File: config.mk
export PLATFORM = sky130hd
export DESIGN_NAME = irq_pend_tracker
export DESIGN_NICKNAME = d
export VERILOG_FILES = /design/src/rtl/ipt_pkg.sv /design/src/rtl/ipt_level_bank.sv /design/src/rtl/ipt_cfg_bank.sv /design/src/rtl/ipt_latch_bank.sv /design/src/rtl/ipt_word_sel.sv /design/src/rtl/irq_pend_tracker.sv
export SDC_FILE = /design/constraint.sdc
export NUM_CORES = 1
export LEC_CHECK = 0
export BUFFER_PORTS_ARGS = -buffer_cell sky130_fd_sc_hd__buf_2
export CORE_MARGIN = 3
export CORE_UTILIZATION = 55
export CTS_CLUSTER_DIAMETER = 30
export DETAILED_ROUTE_END_ITERATION = 7
export MAX_ROUTING_LAYER = met4
export PLACE_DENSITY = 0.78
export REMOVE_ABC_BUFFERS = 1
export SYNTH_ARGS = -nofsm -noshare
export SYNTH_HDL_FRONTEND = slang
export SYNTH_HIERARCHICAL = 1
export SYNTH_SLANG_ARGS = --single-unit
File: constraint.sdc
create_clock -name clk -period 3.7 [get_ports clk]
set_input_delay 0.185 -clock clk [delete_from_list [all_inputs] [get_ports clk]]
set_output_delay 0.185 -clock clk [all_outputs]
set_load 0.01 [all_outputs]
File: src/rtl/ipt_pkg.sv
`timescale 1ns/1ps
package ipt_pkg;

   typedef enum logic {
      TRIG_LEVEL = 1'b0,
      TRIG_EDGE  = 1'b1
   } trig_e;

   function automatic int unsigned words_for(int unsigned n, int unsigned w);
      return (n + w - 1) / w;
   endfunction

   function automatic int unsigned idx_bits(int unsigned n);
      return (n > 1) ? $clog2(n) : 1;
   endfunction

endpackage

File: src/rtl/ipt_level_bank.sv
`timescale 1ns/1ps
module ipt_level_bank #(
   parameter int NUM_IRQ = 56,
   parameter int SGI_NUM = 16
) (
   input  logic               clk,
   input  logic               rst_n,
   input  logic               sample_en,
   input  logic [NUM_IRQ-1:SGI_NUM] line_i,
   input  logic [NUM_IRQ-1:SGI_NUM] wr_en_i,
   input  logic [NUM_IRQ-1:SGI_NUM] wr_bit_i,
   output logic [NUM_IRQ-1:0] level_o,
   output logic [NUM_IRQ-1:0] edge_o
);

   for (genvar s = 0; s < SGI_NUM; s++) begin : g_raz
      assign level_o[s] = 1'b0;
      assign edge_o[s]  = 1'b0;
   end

   for (genvar i = SGI_NUM; i < NUM_IRQ; i++) begin : g_lane
      logic lvl_q;

      always_ff @(posedge clk) begin
         if (!rst_n)          lvl_q <= 1'b0;
         else if (wr_en_i[i]) lvl_q <= wr_bit_i[i];
         else if (sample_en)  lvl_q <= line_i[i];
      end

      assign level_o[i] = lvl_q;
      assign edge_o[i]  = sample_en & line_i[i] & ~lvl_q & ~wr_en_i[i];

      assert_level_hold_R8: assert property (@(posedge clk) disable iff (!rst_n)
         (!sample_en && !wr_en_i[i]) |=> $stable(level_o[i]));

      assert_level_restore_R8: assert property (@(posedge clk) disable iff (!rst_n)
         wr_en_i[i] |=> (level_o[i] == $past(wr_bit_i[i])));
   end

endmodule

File: src/rtl/ipt_cfg_bank.sv
`timescale 1ns/1ps
module ipt_cfg_bank #(
   parameter int NUM_IRQ = 56
) (
   input  logic               clk,
   input  logic               rst_n,
   input  logic [NUM_IRQ-1:0] wr_en_i,
   input  logic [NUM_IRQ-1:0] wr_bit_i,
   output logic [NUM_IRQ-1:0] cfg_o
);

   for (genvar i = 0; i < NUM_IRQ; i++) begin : g_lane
      ipt_pkg::trig_e mode_q;

      always_ff @(posedge clk) begin
         if (!rst_n)          mode_q <= ipt_pkg::TRIG_LEVEL;
         else if (wr_en_i[i]) mode_q <= ipt_pkg::trig_e'(wr_bit_i[i]);
      end

      assign cfg_o[i] = (mode_q == ipt_pkg::TRIG_EDGE);

      assert_cfg_load_R9: assert property (@(posedge clk) disable iff (!rst_n)
         wr_en_i[i] |=> (cfg_o[i] == $past(wr_bit_i[i])));
   end

endmodule

File: src/rtl/ipt_latch_bank.sv
`timescale 1ns/1ps
module ipt_latch_bank #(
   parameter int NUM_IRQ = 56
) (
   input  logic               clk,
   input  logic               rst_n,
   input  logic [NUM_IRQ-1:0] cfg_i,
   input  logic [NUM_IRQ-1:0] edge_i,
   input  logic [NUM_IRQ-1:0] sw_set_i,
   input  logic [NUM_IRQ-1:0] sw_clr_i,
   input  logic [NUM_IRQ-1:0] act_i,
   input  logic [NUM_IRQ-1:0] rst_wr_en_i,
   input  logic [NUM_IRQ-1:0] rst_wr_bit_i,
   output logic [NUM_IRQ-1:0] latch_o
);

   for (genvar i = 0; i < NUM_IRQ; i++) begin : g_lane
      logic pend_q;
      logic pend_d;
      logic edge_take;

      assign edge_take = edge_i[i] & cfg_i[i];

      always_comb begin
         if (rst_wr_en_i[i]) pend_d = rst_wr_bit_i[i];
         else pend_d = ((pend_q | sw_set_i[i]) & ~sw_clr_i[i] & ~act_i[i]) | edge_take;
      end

      always_ff @(posedge clk) begin
         if (!rst_n) pend_q <= 1'b0;
         else        pend_q <= pend_d;
      end

      assign latch_o[i] = pend_q;

      assert_edge_sets_R2: assert property (@(posedge clk) disable iff (!rst_n)
         (edge_i[i] && cfg_i[i] && !rst_wr_en_i[i]) |=> latch_o[i]);

      assert_edge_holds_R2: assert property (@(posedge clk) disable iff (!rst_n)
         (latch_o[i] && cfg_i[i] && !sw_clr_i[i] && !act_i[i] && !rst_wr_en_i[i])
         |=> latch_o[i]);

      assert_clr_beats_set_R4: assert property (@(posedge clk) disable iff (!rst_n)
         (sw_set_i[i] && sw_clr_i[i] && !edge_i[i] && !rst_wr_en_i[i]) |=> !latch_o[i]);

      assert_line_never_sets_R5: assert property (@(posedge clk) disable iff (!rst_n)
         (!latch_o[i] && !cfg_i[i] && !sw_set_i[i] && !rst_wr_en_i[i]) |=> !latch_o[i]);

      assert_restore_wins_R6: assert property (@(posedge clk) disable iff (!rst_n)
         rst_wr_en_i[i] |=> (latch_o[i] == $past(rst_wr_bit_i[i])));
   end

endmodule

File: src/rtl/ipt_word_sel.sv
`timescale 1ns/1ps
module ipt_word_sel #(
   parameter int NUM_IRQ   = 56,
   parameter int WORD_W    = 32,
   parameter int NUM_WORDS = 2,
   parameter int IDX_W     = 1
) (
   input  logic [NUM_IRQ-1:0] vec_i,
   input  logic [IDX_W-1:0]   idx_i,
   output logic [WORD_W-1:0]  word_o
);

   localparam int PAD_W = NUM_WORDS * WORD_W;

   logic [PAD_W-1:0] pad;

   if (PAD_W > NUM_IRQ) begin : g_pad
      assign pad = {{(PAD_W - NUM_IRQ){1'b0}}, vec_i};
   end else begin : g_nopad
      assign pad = vec_i;
   end

   always_comb begin
      word_o = '0;
      for (int w = 0; w < NUM_WORDS; w++) begin
         if (idx_i == IDX_W'(w)) word_o = pad[w*WORD_W +: WORD_W];
      end
   end

endmodule

File: src/rtl/irq_pend_tracker.sv
`timescale 1ns/1ps
module irq_pend_tracker #(
   parameter int NUM_IRQ = 56,
   parameter int WORD_W  = 32,
   parameter int SGI_NUM = 16,
   localparam int NUM_WORDS = ipt_pkg::words_for(NUM_IRQ, WORD_W),
   localparam int IDX_W     = ipt_pkg::idx_bits(NUM_WORDS),
   localparam int ID_W      = ipt_pkg::idx_bits(NUM_WORDS * WORD_W)
) (
   input  logic                     clk,
   input  logic                     rst_n,
   input  logic [NUM_IRQ-1:SGI_NUM] irq_line,
   input  logic                     sample_en,
   input  logic                     act_valid,
   input  logic [ID_W-1:0]          act_id,
   input  logic [IDX_W-1:0]         reg_idx,
   input  logic [WORD_W-1:0]        reg_wdata,
   input  logic                     reg_set_we,
   input  logic                     reg_clr_we,
   input  logic                     reg_cfg_we,
   output logic [WORD_W-1:0]        reg_pend_rdata,
   output logic [WORD_W-1:0]        reg_cfg_rdata,
   input  logic [IDX_W-1:0]         sr_idx,
   input  logic                     sr_latch_we,
   input  logic [WORD_W-1:0]        sr_latch_wdata,
   input  logic                     sr_level_we,
   input  logic [WORD_W-1:0]        sr_level_wdata,
   output logic [WORD_W-1:0]        sr_latch_rdata,
   output logic [WORD_W-1:0]        sr_level_rdata
);

   if (SGI_NUM >= NUM_IRQ) begin : g_bad_sgi
      $error("irq_pend_tracker: SGI_NUM must be below NUM_IRQ");
   end
   if (WORD_W < 1) begin : g_bad_word
      $error("irq_pend_tracker: WORD_W must be positive");
   end

   logic [NUM_IRQ-1:0] sw_set, sw_clr, act_hit, lat_we, lat_bit, cfg_we, cfg_bit;
   logic [NUM_IRQ-1:SGI_NUM] lvl_we, lvl_bit;
   logic [NUM_IRQ-1:0] level_q, edge_hit, latch_q, cfg_q, pend_view;

   for (genvar i = 0; i < NUM_IRQ; i++) begin : g_dec
      localparam int W = i / WORD_W;
      localparam int N = i % WORD_W;
      logic reg_hit, sr_hit;
      assign reg_hit    = (reg_idx == IDX_W'(W));
      assign sr_hit     = (sr_idx == IDX_W'(W));
      assign sw_set[i]  = reg_set_we & reg_hit & reg_wdata[N];
      assign sw_clr[i]  = reg_clr_we & reg_hit & reg_wdata[N];
      assign cfg_we[i]  = reg_cfg_we & reg_hit;
      assign cfg_bit[i] = reg_wdata[N];
      assign lat_we[i]  = sr_latch_we & sr_hit;
      assign lat_bit[i] = sr_latch_wdata[N];
      assign act_hit[i] = act_valid & (act_id == ID_W'(i));
      if (i >= SGI_NUM) begin : g_lvl
         assign lvl_we[i]  = sr_level_we & sr_hit;
         assign lvl_bit[i] = sr_level_wdata[N];
      end
      assign pend_view[i] = latch_q[i] | (level_q[i] & ~cfg_q[i]);
   end

   ipt_level_bank #(.NUM_IRQ(NUM_IRQ), .SGI_NUM(SGI_NUM)) u_level (
      .clk(clk), .rst_n(rst_n), .sample_en(sample_en), .line_i(irq_line),
      .wr_en_i(lvl_we), .wr_bit_i(lvl_bit), .level_o(level_q), .edge_o(edge_hit)
   );

   ipt_cfg_bank #(.NUM_IRQ(NUM_IRQ)) u_cfg (
      .clk(clk), .rst_n(rst_n), .wr_en_i(cfg_we), .wr_bit_i(cfg_bit), .cfg_o(cfg_q)
   );

   ipt_latch_bank #(.NUM_IRQ(NUM_IRQ)) u_latch (
      .clk(clk), .rst_n(rst_n), .cfg_i(cfg_q), .edge_i(edge_hit),
      .sw_set_i(sw_set), .sw_clr_i(sw_clr), .act_i(act_hit),
      .rst_wr_en_i(lat_we), .rst_wr_bit_i(lat_bit), .latch_o(latch_q)
   );

   ipt_word_sel #(.NUM_IRQ(NUM_IRQ), .WORD_W(WORD_W), .NUM_WORDS(NUM_WORDS), .IDX_W(IDX_W))
      u_sel_pend (.vec_i(pend_view), .idx_i(reg_idx), .word_o(reg_pend_rdata));
   ipt_word_sel #(.NUM_IRQ(NUM_IRQ), .WORD_W(WORD_W), .NUM_WORDS(NUM_WORDS), .IDX_W(IDX_W))
      u_sel_cfg (.vec_i(cfg_q), .idx_i(reg_idx), .word_o(reg_cfg_rdata));
   ipt_word_sel #(.NUM_IRQ(NUM_IRQ), .WORD_W(WORD_W), .NUM_WORDS(NUM_WORDS), .IDX_W(IDX_W))
      u_sel_lat (.vec_i(latch_q), .idx_i(sr_idx), .word_o(sr_latch_rdata));
   ipt_word_sel #(.NUM_IRQ(NUM_IRQ), .WORD_W(WORD_W), .NUM_WORDS(NUM_WORDS), .IDX_W(IDX_W))
      u_sel_lvl (.vec_i(level_q), .idx_i(sr_idx), .word_o(sr_level_rdata));

   // out-of-range activation touches no latch
   assert_act_range_R10: assert property (@(posedge clk) disable iff (!rst_n)
      (act_valid && (int'(act_id) >= NUM_IRQ)) |-> (act_hit == '0));

endmodule

==> impl_metrics.tcl <==
set metrics [dict create \
    irDropWorstVdd_mv 0.262 \
    reg2reg_from "u_level/g_lane[34].lvl_q" \
    path_max_fanout 61 \
    synth_compound_area_share_pct 17.5 \
    fill_cells 1991 \
    slew_headroom_pct 20.4 \
    cts_tree "built" \
    r2r_slack_ps 2670 \
    drc 0 \
    crit_type "in -> out" \
    cp_slowest_cell "buf_4" \
    yosys_register_bits 152 \
    cts_resized 0 \
    drive_gt1_share_pct 41.3 \
    critPathLaunchType "primary input" \
    crit_start "reg_idx" \
    insertion_delay_ps 420 \
    synth-xor-area-share_pct 0 \
    fmax_mhz 487 \
    synth_fa_ha_area_share_pct 0 \
    yosysWarningCount 6 \
    met3_usage_pct 4.62 \
    required_ps 3510 \
    hold_path_class "in -> reg" \
    gp_congestion 0.851 \
    start_util_pct 56.4 \
    setup_viol 0 \
    synth_cells 1441 \
    ys_types 38 \
    yosys.area_share.simple_pct 23.3 \
    nNetsFinal 1694 \
    die_w_um 159 \
    timing.final.crit_share_pct 55.5 \
    firstDrtPassIters 4 \
    row_count 55 \
    critPathCapture "reg_pend_rdata[2]" \
    r2r-end "u_latch/g_lane[34].pend_q" \
    synth_top_family_by_area "simple AND/OR/NAND/NOR gates" \
    fin_hold_ws_ps 30.1 \
    grt_use_total_pct 26.9 \
    post-cts-setup-buffers 0 \
    dp_hpwl_um 22800 \
    grt_max_degree 125 \
    critPathMostFrequentCell "buf_4" \
    clk_pin_slew_ps 60 \
    grt_pass1_wl_um 54100 \
    htreeDepth 4 \
    overflow 0 \
    io_buffers 280 \
    status "finished clean" \
    drt_iter0_drc 603 \
    cts_root_buf "clkbuf_16" \
    core_area_um2 22800 \
    cts_buffers 17 \
    synth_area_um2 12800 \
    cpPeakStageDelay_ps 560 \
    power_density_nw_per_um2 361 \
    areaGrowthSynthToFinish_pct 6.38 \
    worstPathCellList "buf_4 > buf_4 > mux2_2 > buf_2" \
    grtUsageMet2_pct 44.6 \
    grt_pass1_vias 10000 \
    num_io_pins 281 \
    syn_area_per_cell_um2 8.92 \
    p_leak_nw 6.57 \
    viasPerCell 5.41 \
    reg2reg_depth 3 \
    maxCapViolations 0 \
    finClkSkew_ps 8.21 \
    grtUsageMet1_pct 34.1 \
    hp-start "sr_latch_wdata[31]" \
    crit_arrival_ps 1870 \
    rsz0062_at_grt "no" \
    slew_viol_final 0 \
    total_power_mw 4.94 \
    ys_async_sr_fraction_pct 0 \
    min_period_ps 2060 \
    grt_antenna_before_repair 4 \
    vias 10100 \
    grt.busiest_layer "met2" \
    avgRoutedWirePerCell_um 18.3 \
    hold_viol 0 \
    synth_edf_count 0 \
    worstMarginPinSlew_ps 1190 \
    cp-end-kind "primary output" \
    ys.flop_type "dfxtp_1" \
    clockBufferDepth 2 \
    dieArea_um2 25200 \
    dieHeight_um 159 \
    final.setup.tns_ps 0 \
    synthMuxAreaShare_pct 17.3 \
    hold_buffers 0 \
    yosysSeqAreaShare_pct 23.7 \
    cts_sinks 152 \
    drtAntennaViolNets 0 \
    routed_wl_um 34300 \
]
==> metal layers <==
metal  share of wire [%]  vias to the layer above
met4                 1.7                        0
li1                    -                     4914
met5                   0                        -
met1                  45                     4818
met2                  48                      337
met3                 5.2                       51
==> sequential cells by signal (all words and copies together), names as in the netlist <==
signal                 count
u_level/g_lane.lvl_q      40
u_latch/g_lane.pend_q     56
u_cfg/g_lane.mode_q       56
==> critical path, delay by kind of cell <==
family	cells	cell delay, ps
buffers and inverters	3	1210
multiplexers	1	410
==> cell usage in the layout, fill, tap and decap left out, drive strengths merged, types with 2 or more instances in the layout <==
| cell type | synthesis | final |
|---|---|---|
| a21o | 56 | 56 |
| nor2 | 109 | 109 |
| mux2 | 136 | 136 |
| inv | 112 | 113 |
| bufinv | 0 | 4 |
| nor2b | 83 | 83 |
| a21oi | 112 | 112 |
| or4b | 4 | 4 |
| nand4bb | 5 | 5 |
| clkinvlp | 0 | 3 |
| conb | 1 | 32 |
| clkbuf | 26 | 19 |
| and2 | 67 | 67 |
| and3 | 48 | 48 |
| dfxtp | 152 | 152 |
| mux2i | 56 | 56 |
| nand3b | 2 | 2 |
| and4bb | 40 | 40 |
| and2b | 10 | 10 |
| nor4 | 3 | 3 |
| nand2b | 40 | 40 |
| o21ai | 112 | 112 |
| o211a | 40 | 40 |
| diode | 0 | 4 |
| buf | 218 | 294 |
| clkinv | 0 | 4 |
| nand4b | 4 | 4 |
==> synth_stat cells (4+ instances only) <==
cell	count	area [um^2]
a21oi_2	40	350
dfxtp_1	152	3040
nand4bb_1	5	56.3
buf_12	8	160
mux2i_1	56	561
and2_1	67	419
nor2_1	109	409
nand4b_1	4	35.0
o21ai_2	40	350
nand2b_1	40	250
buf_4	184	1380
mux2_2	100	1130
a21o_1	56	420
buf_2	5	25.0
o211a_1	40	400
and3_1	48	300
inv_1	112	420
mux2_4	36	541
buf_8	4	60.1
clkbuf_1	26	97.6
nor2b_4	40	551
and4bb_2	40	500
and2b_2	10	87.6
buf_6	17	191
a21oi_1	72	360
nor2b_1	43	269
o21ai_0	72	360
==> cell type report <==
cell class | instances | area [um^2] | share of cell area (%)
inverters | 112 | 420 | 3.08
repair buffers | 294 | 1560 | 11.4
flip-flops and latches | 152 | 3040 | 22.3
diodes | 4 | 10.0 | 0.0732
clock buffers | 19 | 443 | 3.24
clock inverters | 12 | 175 | 1.28
multi-input cells | 964 | 7630 | 55.8
well taps | 313 | 392 | 2.87
==> cells by family after synthesis <==
group	count (synthesis)
muxes	192
and+or+nand+nor	420
DFF	152
buffers and inverters	356
AOI/OAI and AO/OA	320
other	1
==> worst min-delay path by stage <==
| stage | end | slack, ps | cells after the start |
|---|---|---|---|
| floorplan | u_latch/g_lane[0].pend_q | 300 | 2 |
| global placement | u_latch/g_lane[31].pend_q | 450 | 3 |
| detailed placement | u_latch/g_lane[30].pend_q | 450 | 3 |
| CTS | u_latch/g_lane[30].pend_q | 8 | 3 |
| global route | u_latch/g_lane[30].pend_q | 20 | 3 |
| finish | u_latch/g_lane[31].pend_q | 30 | 3 |
==> stage by stage <==
| step | utilization, % | cells | cell area [um^2] | setup slack (ps) |
|---|---|---|---|---|
| 5_1_grt | 60.0 | 1870 | 13700 | 1590 |
| 6_report | 60.0 | 1870 | 13700 | 1640 |
| 2_1_floorplan | - | 1228 | 11000 | 843 |
| 3_5_place_dp | 57.2 | 1835 | 13000 | 1360 |
| 3_3_place_gp | 57.2 | 1835 | 13000 | 1420 |
| 4_1_cts | 60.0 | 1866 | 13700 | 1690 |
==> where the power goes <==
| part | internal, mW | total, mW | switching, mW |
|---|---|---|---|
| registers | 1.76 | 1.86 | 0.107 |
| clock network | 1.14 | 1.87 | 0.729 |
| logic | 0.599 | 1.21 | 0.607 |
| total | 3.50 | 4.94 | 1.44 |
Note: power is estimated with default switching activity, not from simulation.
